--- src/rtl/hvc_pkg.sv ---
package hvc_pkg;
  localparam int NUM_BTN  = 3;
  localparam int BTN_UP   = 0;
  localparam int BTN_DN   = 1;
  localparam int BTN_MUTE = 2;

  typedef enum logic [1:0] {
    MUTE_KEEP = 2'd0,
    MUTE_SET  = 2'd1,
    MUTE_CLR  = 2'd2,
    MUTE_TOG  = 2'd3
  } mute_op_e;
endpackage

--- src/rtl/hvc_debounce.sv ---
module hvc_debounce #(
  parameter int SAMPLES = 16
) (
  input  logic clk,
  input  logic rst_n,
  input  logic tick,
  input  logic btn_n,
  output logic press_o
);
  localparam int CW = (SAMPLES > 1) ? $clog2(SAMPLES) : 1;
  localparam logic [CW-1:0] LAST = CW'(SAMPLES - 1);

  logic          s1_q, s2_q;
  logic          stab_q, stab_d;
  logic          press_q, press_d;
  logic [CW-1:0] cnt_q, cnt_d;

  always_comb begin
    stab_d  = stab_q;
    cnt_d   = cnt_q;
    press_d = 1'b0;
    if (tick) begin
      if (s2_q != stab_q) begin
        if (cnt_q == LAST) begin
          stab_d  = s2_q;
          cnt_d   = '0;
          press_d = s2_q;
        end else begin
          cnt_d = cnt_q + 1'b1;
        end
      end else begin
        cnt_d = '0;
      end
    end
  end

  always_ff @(posedge clk or negedge rst_n) begin
    if (!rst_n) begin
      s1_q    <= 1'b0;
      s2_q    <= 1'b0;
      stab_q  <= 1'b0;
      cnt_q   <= '0;
      press_q <= 1'b0;
    end else begin
      s1_q    <= ~btn_n;
      s2_q    <= s1_q;
      stab_q  <= stab_d;
      cnt_q   <= cnt_d;
      press_q <= press_d;
    end
  end

  assign press_o = press_q;


  press_single_chk: assert property (@(posedge clk) disable iff (!rst_n)
    press_q |=> !press_q);

  press_edge_chk: assert property (@(posedge clk) disable iff (!rst_n)
    press_q |-> (stab_q && !$past(stab_q)));
endmodule

--- src/rtl/hvc_event.sv ---
module hvc_event
  import hvc_pkg::*;
#(
  parameter int WINDOW = 8
) (
  input  logic     clk,
  input  logic     rst_n,
  input  logic     tick,
  input  logic     en,
  input  logic     fmt,
  input  logic     acc_up,
  input  logic     acc_dn,
  input  logic     acc_mute,
  output logic     step_up,
  output logic     step_dn,
  output mute_op_e mute_op
);
  localparam int WCW = (WINDOW > 1) ? $clog2(WINDOW) : 1;
  localparam logic [WCW-1:0] WLAST = WCW'(WINDOW - 1);

  logic           pend_q, pend_d;
  logic           dir_q, dir_d;
  logic [WCW-1:0] pcnt_q, pcnt_d;

  always_comb begin
    step_up = 1'b0;
    step_dn = 1'b0;
    mute_op = MUTE_KEEP;
    pend_d  = pend_q;
    dir_d   = dir_q;
    pcnt_d  = pcnt_q;
    if (!en || !fmt) begin
      pend_d  = 1'b0;
      pcnt_d  = '0;
      step_up = acc_up & ~acc_dn;
      step_dn = acc_dn & ~acc_up;
      if (acc_up || acc_dn)  mute_op = MUTE_CLR;
      else if (acc_mute)     mute_op = MUTE_TOG;
    end else if (pend_q) begin
      if (dir_q ? acc_dn : acc_up) begin
        mute_op = MUTE_SET;
        pend_d  = 1'b0;
      end else if (tick) begin
        if (pcnt_q == WLAST) begin
          pend_d  = 1'b0;
          pcnt_d  = '0;
          step_up = dir_q;
          step_dn = ~dir_q;
          mute_op = MUTE_CLR;
        end else begin
          pcnt_d = pcnt_q + 1'b1;
        end
      end
    end else if (acc_up && acc_dn) begin
      mute_op = MUTE_SET;
    end else if (acc_up || acc_dn) begin
      pend_d = 1'b1;
      dir_d  = acc_up;
      pcnt_d = '0;
    end
  end

  always_ff @(posedge clk or negedge rst_n) begin
    if (!rst_n) begin
      pend_q <= 1'b0;
      dir_q  <= 1'b0;
      pcnt_q <= '0;
    end else begin
      pend_q <= pend_d;
      dir_q  <= dir_d;
      pcnt_q <= pcnt_d;
    end
  end


  pend_drop_chk: assert property (@(posedge clk) disable iff (!rst_n)
    !en |=> !pend_q);

  one_dir_chk: assert property (@(posedge clk) disable iff (!rst_n)
    !(step_up && step_dn));

  chord_no_step_chk: assert property (@(posedge clk) disable iff (!rst_n)
    (mute_op == MUTE_SET) |-> !(step_up || step_dn));
endmodule

--- src/rtl/hvc_level.sv ---
module hvc_level
  import hvc_pkg::*;
#(
  parameter int VOL_W = 6
) (
  input  logic             clk,
  input  logic             rst_n,
  input  logic             step_up,
  input  logic             step_dn,
  input  mute_op_e         mute_op,
  output logic [VOL_W-1:0] vol_o,
  output logic             muted_o
);
  localparam logic [VOL_W-1:0] VMAX = {VOL_W{1'b1}};

  logic [VOL_W-1:0] vol_q, vol_d;
  logic             mute_q, mute_d;

  always_comb begin
    vol_d = vol_q;
    if (step_up && vol_q != '0)   vol_d = vol_q - 1'b1;
    if (step_dn && vol_q != VMAX) vol_d = vol_q + 1'b1;
    unique case (mute_op)
      MUTE_SET: mute_d = 1'b1;
      MUTE_CLR: mute_d = 1'b0;
      MUTE_TOG: mute_d = ~mute_q;
      default:  mute_d = mute_q;
    endcase
  end

  always_ff @(posedge clk or negedge rst_n) begin
    if (!rst_n) begin
      vol_q  <= '0;
      mute_q <= 1'b0;
    end else begin
      vol_q  <= vol_d;
      mute_q <= mute_d;
    end
  end

  assign vol_o   = vol_q;
  assign muted_o = mute_q;


  floor_sat_chk: assert property (@(posedge clk) disable iff (!rst_n)
    (step_up && vol_q == '0) |=> vol_q == '0);

  ceil_sat_chk: assert property (@(posedge clk) disable iff (!rst_n)
    (step_dn && vol_q == VMAX) |=> vol_q == VMAX);

  unit_step_chk: assert property (@(posedge clk) disable iff (!rst_n)
    !$stable(vol_q) |-> ((VOL_W'(vol_q - $past(vol_q)) == VOL_W'(1)) ||
                         (VOL_W'($past(vol_q) - vol_q) == VOL_W'(1))));
endmodule

--- src/rtl/hw_volume_ctrl.sv ---
module hw_volume_ctrl
  import hvc_pkg::*;
#(
  parameter int VOL_W       = 6,
  parameter int DB_SAMPLES  = 16,
  parameter int CHORD_TICKS = 8
) (
  input  logic             clk,
  input  logic             rst_n,
  input  logic             sample_tick,
  input  logic [2:0]       cfg_word,
  input  logic             reg_wr,
  input  logic [3:0]       reg_wdata,
  input  logic             up_n,
  input  logic             down_n,
  input  logic             mute_n,
  output logic             ctl_enable,
  output logic             ctl_format,
  output logic             ctl_irq_en,
  output logic             vol_status,
  output logic             vol_irq,
  output logic [VOL_W-1:0] volume,
  output logic             muted
);
  logic rs1_q, rst_i;
  always_ff @(posedge clk or negedge rst_n) begin
    if (!rst_n) begin
      rs1_q <= 1'b0;
      rst_i <= 1'b0;
    end else begin
      rs1_q <= 1'b1;
      rst_i <= rs1_q;
    end
  end

  logic [NUM_BTN-1:0] btn_n_vec, press;
  assign btn_n_vec = {mute_n, down_n, up_n};

  for (genvar b = 0; b < NUM_BTN; b++) begin : g_btn
    hvc_debounce #(.SAMPLES(DB_SAMPLES)) u_db (
      .clk     (clk),
      .rst_n   (rst_i),
      .tick    (sample_tick),
      .btn_n   (btn_n_vec[b]),
      .press_o (press[b])
    );
  end

  logic load_q;
  logic en_q, fmt_q, ie_q, stat_q;
  logic en_d, fmt_d, ie_d, stat_d;
  logic acc_up, acc_dn, acc_mute, any_acc;

  assign acc_up   = press[BTN_UP] & en_q;
  assign acc_dn   = press[BTN_DN] & en_q;
  assign acc_mute = press[BTN_MUTE] & en_q & ~fmt_q;
  assign any_acc  = acc_up | acc_dn | acc_mute;

  always_comb begin
    en_d   = en_q;
    fmt_d  = fmt_q;
    ie_d   = ie_q;
    stat_d = stat_q;
    if (reg_wr) begin
      en_d  = reg_wdata[0];
      fmt_d = reg_wdata[1];
      ie_d  = reg_wdata[2];
    end else if (load_q) begin
      en_d  = cfg_word[0];
      fmt_d = cfg_word[1];
      ie_d  = cfg_word[2];
    end
    if (reg_wr && reg_wdata[3]) stat_d = 1'b0;
    if (ie_q && any_acc)        stat_d = 1'b1;
  end

  always_ff @(posedge clk or negedge rst_i) begin
    if (!rst_i) begin
      load_q <= 1'b1;
      en_q   <= 1'b0;
      fmt_q  <= 1'b0;
      ie_q   <= 1'b0;
      stat_q <= 1'b0;
    end else begin
      load_q <= 1'b0;
      en_q   <= en_d;
      fmt_q  <= fmt_d;
      ie_q   <= ie_d;
      stat_q <= stat_d;
    end
  end

  logic     step_up, step_dn;
  mute_op_e mute_op;

  hvc_event #(.WINDOW(CHORD_TICKS)) u_event (
    .clk      (clk),
    .rst_n    (rst_i),
    .tick     (sample_tick),
    .en       (en_q),
    .fmt      (fmt_q),
    .acc_up   (acc_up),
    .acc_dn   (acc_dn),
    .acc_mute (acc_mute),
    .step_up  (step_up),
    .step_dn  (step_dn),
    .mute_op  (mute_op)
  );

  hvc_level #(.VOL_W(VOL_W)) u_level (
    .clk     (clk),
    .rst_n   (rst_i),
    .step_up (step_up),
    .step_dn (step_dn),
    .mute_op (mute_op),
    .vol_o   (volume),
    .muted_o (muted)
  );

  assign ctl_enable = en_q;
  assign ctl_format = fmt_q;
  assign ctl_irq_en = ie_q;
  assign vol_status = stat_q;
  assign vol_irq    = stat_q & ie_q;


  disabled_hold_chk: assert property (@(posedge clk) disable iff (!rst_i)
    !en_q |=> ($stable(volume) && $stable(muted)));

  status_clear_chk: assert property (@(posedge clk) disable iff (!rst_i)
    (reg_wr && reg_wdata[3] && !(ie_q && any_acc)) |=> !vol_status);

  status_sticky_chk: assert property (@(posedge clk) disable iff (!rst_i)
    (vol_status && !(reg_wr && reg_wdata[3])) |=> vol_status);

  write_load_chk: assert property (@(posedge clk) disable iff (!rst_i)
    reg_wr |=> (ctl_enable == $past(reg_wdata[0]) && ctl_irq_en == $past(reg_wdata[2])));

  mute_pin_ignored_chk: assert property (@(posedge clk) disable iff (!rst_i)
    (en_q && fmt_q && press[BTN_MUTE] && !press[BTN_UP] && !press[BTN_DN] && !ie_q && !vol_status)
      |=> !vol_status);
endmodule

--- config.mk ---
export PLATFORM = sky130hd
export DESIGN_NAME = hw_volume_ctrl
export DESIGN_NICKNAME = d
export VERILOG_FILES = /design/src/rtl/hvc_pkg.sv /design/src/rtl/hvc_debounce.sv /design/src/rtl/hvc_event.sv /design/src/rtl/hvc_level.sv /design/src/rtl/hw_volume_ctrl.sv
export SDC_FILE = /design/constraint.sdc
export NUM_CORES = 1
export LEC_CHECK = 0
export ABC_AREA = 0
export BUFFER_PORTS_ARGS = -buffer_cell sky130_fd_sc_hd__buf_2
export CAP_MARGIN = 10
export CORE_UTILIZATION = 41
export CTS_CLUSTER_DIAMETER = 100
export DETAILED_ROUTE_END_ITERATION = 10
export SLEW_MARGIN = 40
export SYNTH_ARGS = -nofsm -noshare
export SYNTH_HDL_FRONTEND = slang
export SYNTH_SLANG_ARGS = --single-unit
--- constraint.sdc ---
create_clock -name clk -period 1.7 [get_ports clk]
set_input_delay 0 -clock clk [delete_from_list [all_inputs] [get_ports clk]]
set_output_delay 0 -clock clk [all_outputs]
set_load 0.02 [all_outputs]
# Yosys cells after proc, flatten, opt, wreduce, memory -nomap -nowiden
# Index checks and enable logic that the tools add are counted.
classes:
  add_sub_neg: 6
  magnitude_cmp: 0
  div: 0
  n_reduce_logical: 20
  bitwise: 20
  n_shift: 0
  n_mux: 59
  eq_ne: 14
  multipliers: 0
ops:
  columns: ["op", "count"]
  rows:
  - ["$mux 1", 36]
  - ["$mux 4", 6]
  - ["$mux 3", 7]
  - ["$mux 2", 7]
  - ["$add 4x1->4 const B", 3]
  - ["$eq 4x4->1 const B", 3]
  - ["$mux 6", 2]
  - ["$not 1->1", 11]
  - ["$reduce_and 3->1", 3]
  - ["$reduce_and 4->1", 2]
  - ["$and 1x1->1", 7]
  - ["$add 6x1->6 const B", 1]
  - ["$ne 3x3->1 const B", 2]
  - ["$ne 6x6->1 const B", 1]
  - ["$reduce_bool 2->1", 3]
  - ["$reduce_bool 3->1", 2]
  - ["$reduce_bool 6->1", 1]
  - ["$sub 6x1->6 const B", 1]
  - ["$logic_and 1x1->1", 5]
  - ["$eq 2x2->1 const B", 2]
  - ["$add 3x1->3 const B", 1]
  - ["$eq 3x3->1 const B", 1]
  - ["$ne 1x1->1", 3]
  - ["$ne 3x1->1 const B", 1]
  - ["5 further kinds", 8]
totals:
  input_bits: 14
  word_cells: 146
  ramBits: 0
  latch_bits: 0
  mem_count: 0
  out_inout_bits: 12
  ff_bits: 43
  rom_bits: 0

# Logic depth before layout (Yosys ltp)
# Gate-level depths: netlist of the first run.
depth:
  depth_word: 9
  mapped_depth: 12
  mapped_depth_nobuf: 11

# By module
# A second synthesis of the first run with hierarchy kept.
hier_totals:
  hier_cells: 203
  hier_area_um2: 2268.4
by_module_without_submodules:
  columns: ["module", "area_per_inst_um2", "cells_each", "seq_area_each_um2", "instances"]
  rows:
  - ["hvc_debounce", 351.6, 30, 200.2, 3]
  - ["hvc_level", 489.2, 40, 175.2, 1]
  - ["hvc_event", 431.7, 46, 125.1, 1]
  - ["hw_volume_ctrl", 292.8, 27, 176.4, 1]

# Least setup slack after synthesis of the first run
# No wires, ideal clock.
synth_timing:
  kind: "register -> register"
  startpoint: "reg en_q (netlist: ctl_enable)"
  endpoint: "reg u_level.vol_q[5] (netlist: u_level.vol_o[5])"
  stages_incl_launch_ff: 12
  slack_ns: -1.016
  setup_time_ns: 0.080
  arrival_ns: 2.637
  required_ns: 1.620
  synth_period_minus_slack_ns: 2.716
  n_path_buf: 1
  path_cell_list: "dfrtp_1 -> buf_2 -> nand2_1 -> ha_1 -> and2_2 -> o21ai_4 -> ha_1 -> and3_1 -> a221oi_1 -> o211ai_1 -> mux2i_1 -> xor2_1"
synth_via:
  elab_chain_cells: 7
  elab_cells_between_ends: 19
  classes_between: "8 x mux; 6 x bitwise; 5 x reduce/logical"
synth_lines:
  columns: ["item", "line_no", "text"]
  rows:
  - ["from (decl)", "hw_volume_ctrl.sv:50", "logic en_q, fmt_q, ie_q, stat_q;"]
  - ["from (signal assigned)", "hw_volume_ctrl.sv:86", "en_q <= en_d;"]
  - ["$and 1x1->1, on equally long branches", "hw_volume_ctrl.sv:54, hw_volume_ctrl.sv:55", null]
  - ["$mux 1 (2 in a row)", "hvc_event.sv:40", "if (dir_q ? acc_dn : acc_up) begin"]
  - ["$mux 1", "hvc_event.sv:39", "end else if (pend_q) begin"]
  - ["$mux 1", "hvc_event.sv:32", "if (!en || !fmt) begin"]
  - ["$logic_and 1x1->1, on equally long branches", "hvc_level.sv:22, hvc_level.sv:21", null]
  - ["$mux 6 or $reduce_bool 2->1 (tied branches)", null, null]
  - ["to (signal assigned)", "hvc_level.sv:36", "vol_q <= vol_d;"]
  - ["to (decl)", "hvc_level.sv:16", "logic [VOL_W-1:0] vol_q, vol_d;"]
# Several ways; a longest one is shown, not always the timed one.
# A chain may end at the register's enable or synchronous reset.

# Worst setup path after layout of the first run
layout_timing:
  startpoint: "reg u_event.pcnt_q[0]"
  endpoint: "reg u_level.vol_q[5] (netlist: u_level.vol_o[5])"
layout_via:
  elab_chain_cells: 8
  elab_cells_between_ends: 15
  classes_between: "1 x eq/ne; 11 x mux; 3 x reduce/logical"
layout_lines:
  columns: ["item", "line_no", "text"]
  rows:
  - ["from (decl)", "hvc_event.sv:23", "logic [WCW-1:0] pcnt_q, pcnt_d;"]
  - ["from (signal assigned)", "hvc_event.sv:71", "pcnt_q <= pcnt_d;"]
  - ["$eq 3x3->1 *", "hvc_event.sv:44", "if (pcnt_q == WLAST) begin"]
  - ["$mux 1", "hvc_event.sv:44", null]
  - ["$mux 1", "hvc_event.sv:43", "end else if (tick) begin"]
  - ["$mux 1", "hvc_event.sv:40", null]
  - ["$mux 1", "hvc_event.sv:39", null]
  - ["$mux 1", "hvc_event.sv:32", null]
  - ["$logic_and 1x1->1, on equally long branches", "hvc_level.sv:22, hvc_level.sv:21", null]
  - ["$mux 6 or $reduce_bool 2->1 (tied branches)", null, null]
# Every way passes the cells marked *; elsewhere a longest branch is shown, timed or not.

==> flow_summary.json, run 1 <==
{
  "r2r_cells": 11,
  "fin_setup_tns_ns": -3.72,
  "period_needed_ns": 2.47,
  "synth_cells": 204,
  "cp-end-kind": "flip-flop",
  "cp_data_arrival_time_ns": 2.70,
  "violations": "hold timing, setup timing",
  "num_vias": 1795,
  "rows": 26,
  "cp_common_cell": "ha_4",
  "cts_sinks": 43,
  "slowest_delay_ns": 0.40,
  "crit_required_ns": 1.93,
  "yosysWarnings": 0,
  "clk_latency_ns": 0.30,
  "setup_ws_ns": -0.770,
  "initial_core_util_pct": 43.2,
  "synth_seq_cells": 43,
  "drt_first_pass_iters": 4,
  "synth_edf_count": 0,
  "ys_types": 45,
  "drtAntennaViolNets": 0,
  "slew_violations": 0,
  "multi_input_area_sq_mm": 0.00130,
  "routed_wirelength_microns": 4620,
  "dieArea_sq_mm": 0.00579,
  "ios": 26,
  "grt_max_degree": 42,
  "ys_seq_area_share_pct": 47.9,
  "min_period_over_period_pct": 145,
  "cts_tree": "done",
  "synth.net_count": 232,
  "clk_pin_slew_worst_paths_ns": 0.08,
  "regArea_sq_mm": 0.00108,
  "antenna_cells": 0,
  "grt_usage_pct": 17.4,
  "power-per-cell-area_mw_per_mm2": 660,
  "path_class": "flip-flop to flip-flop",
  "holdPathEnd": "ctl_enable",
  "clock.fmax_mhz": 405,
  "crit_path_max_fanout": 6,
  "drv_cap": 0,
  "root_buffer": "clkbuf_8",
  "gp_congestion": 0.764,
  "synthArstFlopShare_pct": 100,
  "die_h_microns": 76.1,
  "final_util_pct": 61.4,
  "holdWs_ns": -0.00429,
  "hold_viol_final": 1,
  "outcome": "finished with violations",
  "grt_pass1_wl_microns": 7970,
  "hpwlAfterDp_microns": 3140,
  "syn_avg_cell_area_sq_um": 11.0,
  "dpl_worst_slack_ns": -0.845,
  "antenna_found_initial": 0,
  "setup_viol": 9,
  "syn_to_final_growth_pct": 42.0,
  "first_global_vias": 1782,
  "netlist_area_sq_mm": 0.00225,
  "core_sq_mm": 0.00520,
  "h-tree-depth": 2,
  "drt_iter0_drc": 67,
  "worstPathBufferInverterCount": 0,
  "vdd_drop_max_uv": 384,
  "min-delay-start": "reg_wr",
  "io_buffers": 25,
  "regToRegSetupSlack_ns": -0.77,
  "grt_overflow": 0,
  "drive_above_1_share_pct": 42.4,
  "numCtsBuffers": 5,
  "path_delay_family": "compound AO/OA/AOI/OAI gates",
  "drc": 0,
  "wl_per_cell_microns": 13.1,
  "leakage_uw": 0.00150,
  "die_x_microns": 76.1,
  "rr_endpoint": "u_level.vol_o[5]",
  "startpoint": "u_event.pcnt_q[0]",
  "finClkSkew_ns": 0.00667,
  "n_fill_cell": 426,
  "hold_path_depth": 2,
  "path_cells": "ha_2 -> ha_4 -> nand3_4 -> a2111oi_4 -> o21ai_4 -> ha_4 -> and3_1 -> a221oi_2 -> o211ai_1 -> mux2i_1 -> xor2_1",
  "min_path_type": "primary input to flip-flop",
  "start_kind": "flip-flop",
  "nets": 310,
  "vias_per_cell": 5.08,
  "placed_area_sq_mm": 0.00279,
  "rsz0062_at_grt": "true",
  "stdcell_area_sq_mm": 0.00320,
  "max-clock-path-buffers": 2,
  "crit_slowest_cell": "dfrtp_1",
  "synth-main-ff-cell": "dfrtp_1",
  "r2r_start": "u_event.pcnt_q[0]"
}
==> layout by cell type, fill, tap and decap left out, types with 4 or more instances in the layout <==
cell type      instances
o22ai_1                5
a21oi_1                5
clkbuf_8               7
dfrtp_1               38
dfrtp_2                4
buf_2                 25
buf_6                  7
buf_4                 33
xnor2_1                5
mux2_4                 6
dlygate4sd3_1         10
mux2i_1                7
nand2_1               21
inv_1                 11
nand3_1                7
ha_4                   8
and3_1                 4
nor2_1                 4
o21ai_0                7
mux2_2                 6
ha_1                   4
==> sequential cells by signal (all words and copies together), names as in the netlist <==
signal / count
u_level.vol_o: 6
g_btn.u_db.press_o: 3
g_btn.u_db.s1_q: 3
ctl_irq_en: 1
load_q: 1
g_btn.u_db.s2_q: 3
u_event.dir_q: 1
ctl_format: 1
g_btn.u_db.stab_q: 3
u_event.pend_q: 1
vol_status: 1
rst_i: 1
rs1_q: 1
u_event.pcnt_q: 3
g_btn.u_db.cnt_q: 12
ctl_enable: 1
u_level.muted_o: 1
==> worst reg2reg max path, cell delays in order (launching register included) <==
cell and delay (ns):
dfrtp_1 0.40, ha_2 0.20, ha_4 0.17, nand3_4 0.07, a2111oi_4 0.04, o21ai_4 0.33
ha_4 0.27, and3_1 0.18, a221oi_2 0.28, o211ai_1 0.13, mux2i_1 0.18, xor2_1 0.15
==> final cells by class <==
class                           instances  share of cell area [%]
Sequential cell                        43                    33.9
Timing Repair Buffer                   76                    17.9
Tap cell                               70                    2.74
Inverter                               13                    1.68
Clock buffer                            8                    3.13
Multi-Input combinational cell        143                    40.7
==> synth_stat cells (4+ instances only) <==
cell type  count  area (sq um)
a21oi_1        7          35.0
and3_1         4          25.0
mux2_2         8          90.1
nand2_1       24          90.1
nor2_1         4          15.0
dfrtp_1       42          1050
mux2_4         4          60.1
xnor2_1        5          43.8
mux2i_1        7          70.1
nand3_1        7          35.0
o21ai_0        7          35.0
inv_1         13          48.8
o22ai_1        5          31.3
ha_1          13           163
==> how the worst max path moves through the flow <==
stage | end | slack, ns | cells past startpoint
2_1_floorplan | u_level.vol_o[5] | -0.78 | 12
3_3_place_gp | u_level.vol_o[5] | -0.77 | 11
3_5_place_dp | u_level.vol_o[5] | -0.84 | 11
4_1_cts | u_level.vol_o[5] | -0.77 | 11
5_1_grt | u_level.vol_o[4] | -0.91 | 11
6_report | u_level.vol_o[5] | -0.77 | 11
==> stage by stage <==
stage	std cells	total power, uW
4_1_cts	350	2140
6_report	353	2110
3_3_place_gp	328	1380
5_1_grt	353	2210
2_1_floorplan	204	1300
3_5_place_dp	328	1390
==> kinds of logic after synthesis <==
family / after synthesis / synth area share [%]
simple gates: 62 / 14.7
compound gates: 38 / 13.0
flops: 43 / 47.9
fa+ha+maj: 14 / 8.12
xor+xnor: 8 / 3.11
mux: 19 / 9.78
other cells: 2 / 0.334
buf+inv: 18 / 3.17
==> routing by layer <==
| metal | routed length, microns | vias to the layer above | global-route usage (%) | share of wire (%) |
|---|---|---|---|---|
| li1 | - | 881 | - | - |
| met1 | 2110 | 874 | 20.8 | 46 |
| met2 | 2310 | 33 | 30.5 | 50 |
| met3 | 130 | 7 | 3.95 | 2.8 |
| met4 | 71 | 0 | 6.92 | 1.5 |
| met5 | 0 | - | 0 | 0 |
==> repair_timing <==
item / CTS / global route
pin swaps: 15 / 5
buffers inserted: 4 / 4
hold buffers: 11 / 0
endpoints found under the hold margin: 8 / 0
resized for setup: 24 / 6
setup endpoints to repair: 9 / 10
==> power by group <==
| group | internal [uW] | leakage [uW] | switching, uW |
|---|---|---|---|
| clock network | 371 | 0.0000515 | 345 |
| registers | 1070 | 0.000553 | 45.6 |
| logic | 132 | 0.000896 | 140 |
| total | 1580 | 0.00150 | 531 |
No activity file was read; power rests on OpenSTA's default activity.
==> inputs of run 2 (changes only) <==
--- a/config.mk
+++ b/config.mk
@@ -6,11 +6,11 @@
 export NUM_CORES = 1
 export LEC_CHECK = 0
 export ABC_AREA = 0
-export BUFFER_PORTS_ARGS = -buffer_cell sky130_fd_sc_hd__buf_2
 export CAP_MARGIN = 10
 export CORE_UTILIZATION = 41
 export CTS_CLUSTER_DIAMETER = 100
 export DETAILED_ROUTE_END_ITERATION = 10
+export DONT_BUFFER_PORTS = 1
 export SLEW_MARGIN = 40
 export SYNTH_ARGS = -nofsm -noshare
 export SYNTH_HDL_FRONTEND = slang
==> flow_summary.json, run 2 (synthesis results as in run 1) <==
{
  "top_register": "g_btn.u_db.cnt_q",
  "drt_first_pass_iters": 4,
  "numCtsBuffers": 5,
  "outcome": "finished with violations",
  "grt_max_degree": 42,
  "ios": 26,
  "initial_core_util_pct": 43.2,
  "min-delay-start": "sample_tick",
  "drv_cap": 0,
  "cts_tree": "done",
  "regArea_sq_mm": 0.00108,
  "hpwlAfterDp_microns": 3240,
  "layout_common_cells": "dfrtp_1, buf_4, nand2_1",
  "root_buffer": "clkbuf_8",
  "cp_common_cell": "ha_4",
  "path_class": "flip-flop to flip-flop",
  "vdd_drop_max_uv": 518,
  "n_fill_cell": 418,
  "h-tree-depth": 2,
  "syn_to_final_growth_pct": 34.1,
  "rsz0062_at_grt": "true",
  "min_path_type": "primary input to flip-flop",
  "hold_viol_final": 0,
  "core_sq_mm": 0.00520,
  "drtAntennaViolNets": 0,
  "power_uw": 2030,
  "path_delay_family": "compound AO/OA/AOI/OAI gates",
  "crit_required_ns": 1.88,
  "io_buffers": 0,
  "violations": "setup timing",
  "cp-end-kind": "flip-flop",
  "fin_setup_tns_ns": -4.19,
  "drt_iter0_drc": 44,
  "min_period_over_period_pct": 150,
  "largest_reg_flops": 12,
  "cts_sinks": 43,
  "setup_ws_ns": -0.852,
  "drive_above_1_share_pct": 35.7,
  "placed_area_sq_mm": 0.00265,
  "path_cells": "ha_4 -> ha_4 -> nand3_4 -> a2111oi_4 -> o21ai_4 -> buf_6 -> fa_2 -> a21o_1 -> a21oi_2 -> xnor2_1 -> mux2_4",
  "final_common_cell": "dfrtp_1",
  "r2r_start": "u_event.pcnt_q[0]",
  "antenna_found_initial": 0,
  "wl_per_cell_microns": 14.1,
  "clk_latency_ns": 0.29,
  "clk_pin_slew_worst_paths_ns": 0.09,
  "antenna_cells": 0,
  "dp.cells": 302,
  "stdcell_area_sq_mm": 0.00302,
  "tightest_slew_ns": 0.537,
  "grt_pass1_wl_microns": 8050,
  "crit_slowest_cell": "dfrtp_1",
  "startpoint": "u_event.pcnt_q[0]",
  "start_kind": "flip-flop",
  "die_x_microns": 76.1,
  "gp_congestion": 0.772,
  "rows": 26,
  "max-clock-path-buffers": 2,
  "cp_data_arrival_time_ns": 2.74,
  "routed_wirelength_microns": 4640,
  "finClkSkew_ns": 0.00945,
  "nets": 285,
  "drc": 0,
  "multi_input_area_sq_mm": 0.00128,
  "crit_path_max_fanout": 6,
  "dieArea_sq_mm": 0.00579,
  "final_util_pct": 58.0,
  "first_global_vias": 1790,
  "instances_no_fill": 328,
  "grt_overflow": 0,
  "power-per-cell-area_mw_per_mm2": 671,
  "num_vias": 1754,
  "vias_per_cell": 5.35,
  "setup_viol": 9,
  "slew_violations": 0,
  "slowest_delay_ns": 0.40,
  "worstPathBufferInverterCount": 1,
  "clock.fmax_mhz": 392,
  "maxSlewHeadroom_pct": 64.2,
  "grt_usage_pct": 17.3,
  "die_h_microns": 76.1,
  "leakage_uw": 0.00137,
  "period_needed_ns": 2.55
}
run 2: repair_timing:
action                                 CTS  global route
gates resized for setup                 14             8
setup buffers                            3             3
endpoints found under the hold margin   28             0
setup endpoints to repair                9             9
pin swaps                                7            17
hold buffers                            13             0
run 2: final timing paths:
kind                                         endpoint  slack [ns]  cells past startpoint
max in group asynchronous       g_btn[0].u_db.press_o        0.97                      1
worst max-delay path                 u_level.vol_o[4]       -0.85                     11
min in group asynchronous        g_btn[2].u_db.stab_q        0.33                      1
worst max register to register       u_level.vol_o[4]       -0.85                     11
worst min-delay path                u_event.pcnt_q[0]        0.03                      3
worst min register to register   g_btn[2].u_db.stab_q        0.33                      1
run 2: report_power, final:
part / switching (uW) / leakage (uW) / total, uW / internal [uW]
sequential: 62.1 / 0.000554 / 1140 / 1070
combinational: 116 / 0.000774 / 227 / 112
clock: 368 / 0.0000408 / 661 / 294
run 2: area by class of cell:
class	count	area share [%]
flip-flops and latches	43	35.8
clock inverters	3	0.787
repair buffers	51	14.2
inverters	13	1.62
well taps	70	2.90
multi-input cells	143	42.4
clock buffers	5	2.28
run 2: per-stage QoR:
| stage | setup slack [ns] | hold WS (ns) |
|---|---|---|
| after detailed placement | -0.858 | -0.296 |
| after floorplan | -0.780 | -0.296 |
| after global placement | -0.758 | -0.296 |
| after global routing | -1.02 | 0.0207 |
| final | -0.852 | 0.0275 |
| after CTS | -0.819 | 0.0191 |
run 2: worst min-delay path, cell delays in order:
cell and delay, ns:
nand2_1 0.06, o311ai_4 0.09, mux2_2 0.15
run 2: routing by layer:
metal / GRT usage, % / vias up / routed length [microns]
li1: - / 832 / -
met1: 20.3 / 886 / 1990
met2: 30.8 / 30 / 2400
met3: 4.79 / 6 / 195
met4: 5.00 / 0 / 55
met5: 0 / - / 0
==> inputs of run 3 (changes only) <==
--- a/config.mk
+++ b/config.mk
@@ -8,6 +8,7 @@
 export ABC_AREA = 0
 export CAP_MARGIN = 10
 export CORE_UTILIZATION = 41
+export CTS_BUF_LIST = sky130_fd_sc_hd__clkbuf_2
 export CTS_CLUSTER_DIAMETER = 100
 export DETAILED_ROUTE_END_ITERATION = 10
 export DONT_BUFFER_PORTS = 1
==> flow_summary.json, run 3 (synthesis results as in run 1) <==
{
  "outcome": "finished with violations",
  "violations": "setup timing",
  "instances_no_fill": 329,
  "grt_usage_pct": 17.5,
  "start_kind": "flip-flop",
  "io_buffers": 0,
  "cts_sinks": 43,
  "vias_per_cell": 5.29,
  "setup_viol": 9,
  "crit_slowest_cell": "dfrtp_1",
  "antenna_found_initial": 0,
  "die_h_microns": 76.1,
  "max-clock-path-buffers": 2,
  "root_buffer": "clkbuf_2",
  "final_util_pct": 57.3,
  "drc": 0,
  "drt_first_pass_iters": 3,
  "clock.fmax_mhz": 381,
  "dpl_worst_slack_ns": -0.858,
  "drtAntennaViolNets": 0,
  "period_needed_ns": 2.62,
  "grt_overflow": 0,
  "setup_ws_ns": -0.923,
  "routed_wirelength_microns": 4690,
  "antenna_cells": 0,
  "numCtsBuffers": 5,
  "path_cells": "ha_2 -> ha_4 -> nand3_4 -> a2111oi_4 -> o21ai_4 -> buf_6 -> fa_2 -> a21o_1 -> a21oi_2 -> xnor2_1 -> mux2_4",
  "worstPathBufferInverterCount": 1,
  "slew_violations": 0,
  "leakage_uw": 0.00136,
  "hpwlAfterDp_microns": 3240,
  "min_period_over_period_pct": 154,
  "power_uw": 1840,
  "r2r_start": "u_event.pcnt_q[0]",
  "syn_to_final_growth_pct": 32.5,
  "ios": 26,
  "dieArea_sq_mm": 0.00579,
  "regToRegSetupSlack_ns": -0.92,
  "finClkSkew_ns": 0.0225,
  "grt_pass1_wl_microns": 8050,
  "min-delay-start": "mute_n",
  "maxSlewHeadroom_pct": 64.5,
  "min_path_type": "primary input to flip-flop",
  "num_vias": 1742,
  "crit_required_ns": 2.04,
  "startpoint": "u_event.pcnt_q[0]",
  "top_register": "g_btn.u_db.cnt_q",
  "cp-end-kind": "flip-flop",
  "largest_reg_flops": 12,
  "drv_cap": 0,
  "grt_max_degree": 42,
  "rsz0062_at_grt": "true",
  "power-per-cell-area_mw_per_mm2": 616,
  "slowest_delay_ns": 0.42,
  "drive_above_1_share_pct": 35.9,
  "core_sq_mm": 0.00520,
  "nets": 286,
  "die_x_microns": 76.1,
  "h-tree-depth": 2,
  "crit_path_max_fanout": 6,
  "clk_latency_ns": 0.42,
  "hold_viol_final": 0,
  "vdd_drop_max_uv": 480,
  "cts_tree": "done",
  "first_global_vias": 1785,
  "clk_pin_slew_worst_paths_ns": 0.24,
  "final_common_cell": "dfrtp_1",
  "rows": 26,
  "layout_common_cells": "dfrtp_1, buf_4, nand2_1",
  "gp_congestion": 0.772,
  "dp.cells": 302,
  "drt_iter0_drc": 43,
  "initial_core_util_pct": 43.2,
  "path_delay_family": "compound AO/OA/AOI/OAI gates",
  "tightest_slew_ns": 0.532,
  "wl_per_cell_microns": 14.2,
  "cp_data_arrival_time_ns": 2.96,
  "path_class": "flip-flop to flip-flop"
}
## run 3: cell count changes in the layout (fill, tap and decap cells not counted)
cell / before / now
ha_4: 7 / 6
ha_2: 2 / 3
clkbuf_8: 5 / 0
nor2b_1: 2 / 1
mux2_4: 4 / 5
mux2_2: 8 / 7
dlygate4sd3_1: 12 / 13
nor2b_2: 0 / 1
clkbuf_2: 0 / 5
## run 3: stage by stage
step	setup TNS [ns]	area, sq um	hold WS [ns]
floorplan	-3.22	2340	-0.296
global placement	-3.48	2650	-0.296
detailed placement	-3.86	2650	-0.296
CTS	-3.93	2910	0.0897
global route	-5.36	2980	0.0762
finish	-4.48	2980	0.126
## run 3: area by class of cell
class	count	area, sq um
inverter	13	48.8
multi-input combinational	143	1280
fill	419	2220
clock buffer	5	25.0
tap	70	87.6
clock inverter	3	23.8
sequential	43	1080
timing repair buffer	52	439
## run 3: timing repair
item	CTS	global route
setup endpoints to repair	9	10
pin swaps	7	16
setup buffers	2	4
gates resized for setup	15	8
endpoints found under the hold margin	31	6
hold buffers	13	1
## run 3: path summary, 6_finish.rpt
kind,endpoint,depth (start not counted)
max in group asynchronous,g_btn[0].u_db.press_o,1
worst max register to register,u_level.vol_o[4],11
worst min-delay path,g_btn[2].u_db.s1_q,2
worst min register to register,g_btn[2].u_db.stab_q,1
worst max-delay path,u_level.vol_o[4],11
min in group asynchronous,rst_i,2
## run 3: power by group
| group | total [uW] | internal [uW] | switching (uW) |
|---|---|---|---|
| Sequential | 1140 | 1080 | 61.6 |
| Combinational | 230 | 113 | 117 |
| Clock | 469 | 105 | 364 |
## run 3: layer usage
| metal | GRT usage, % | share of wire, % | vias up | wire length, microns |
|---|---|---|---|---|
| li1 | - | - | 833 | - |
| met1 | 20.5 | 43 | 872 | 2010 |
| met2 | 31.0 | 52 | 29 | 2440 |
| met3 | 4.55 | 3.4 | 8 | 159 |
| met4 | 6.15 | 1.9 | 0 | 87 |
| met5 | 0 | 0 | - | 0 |
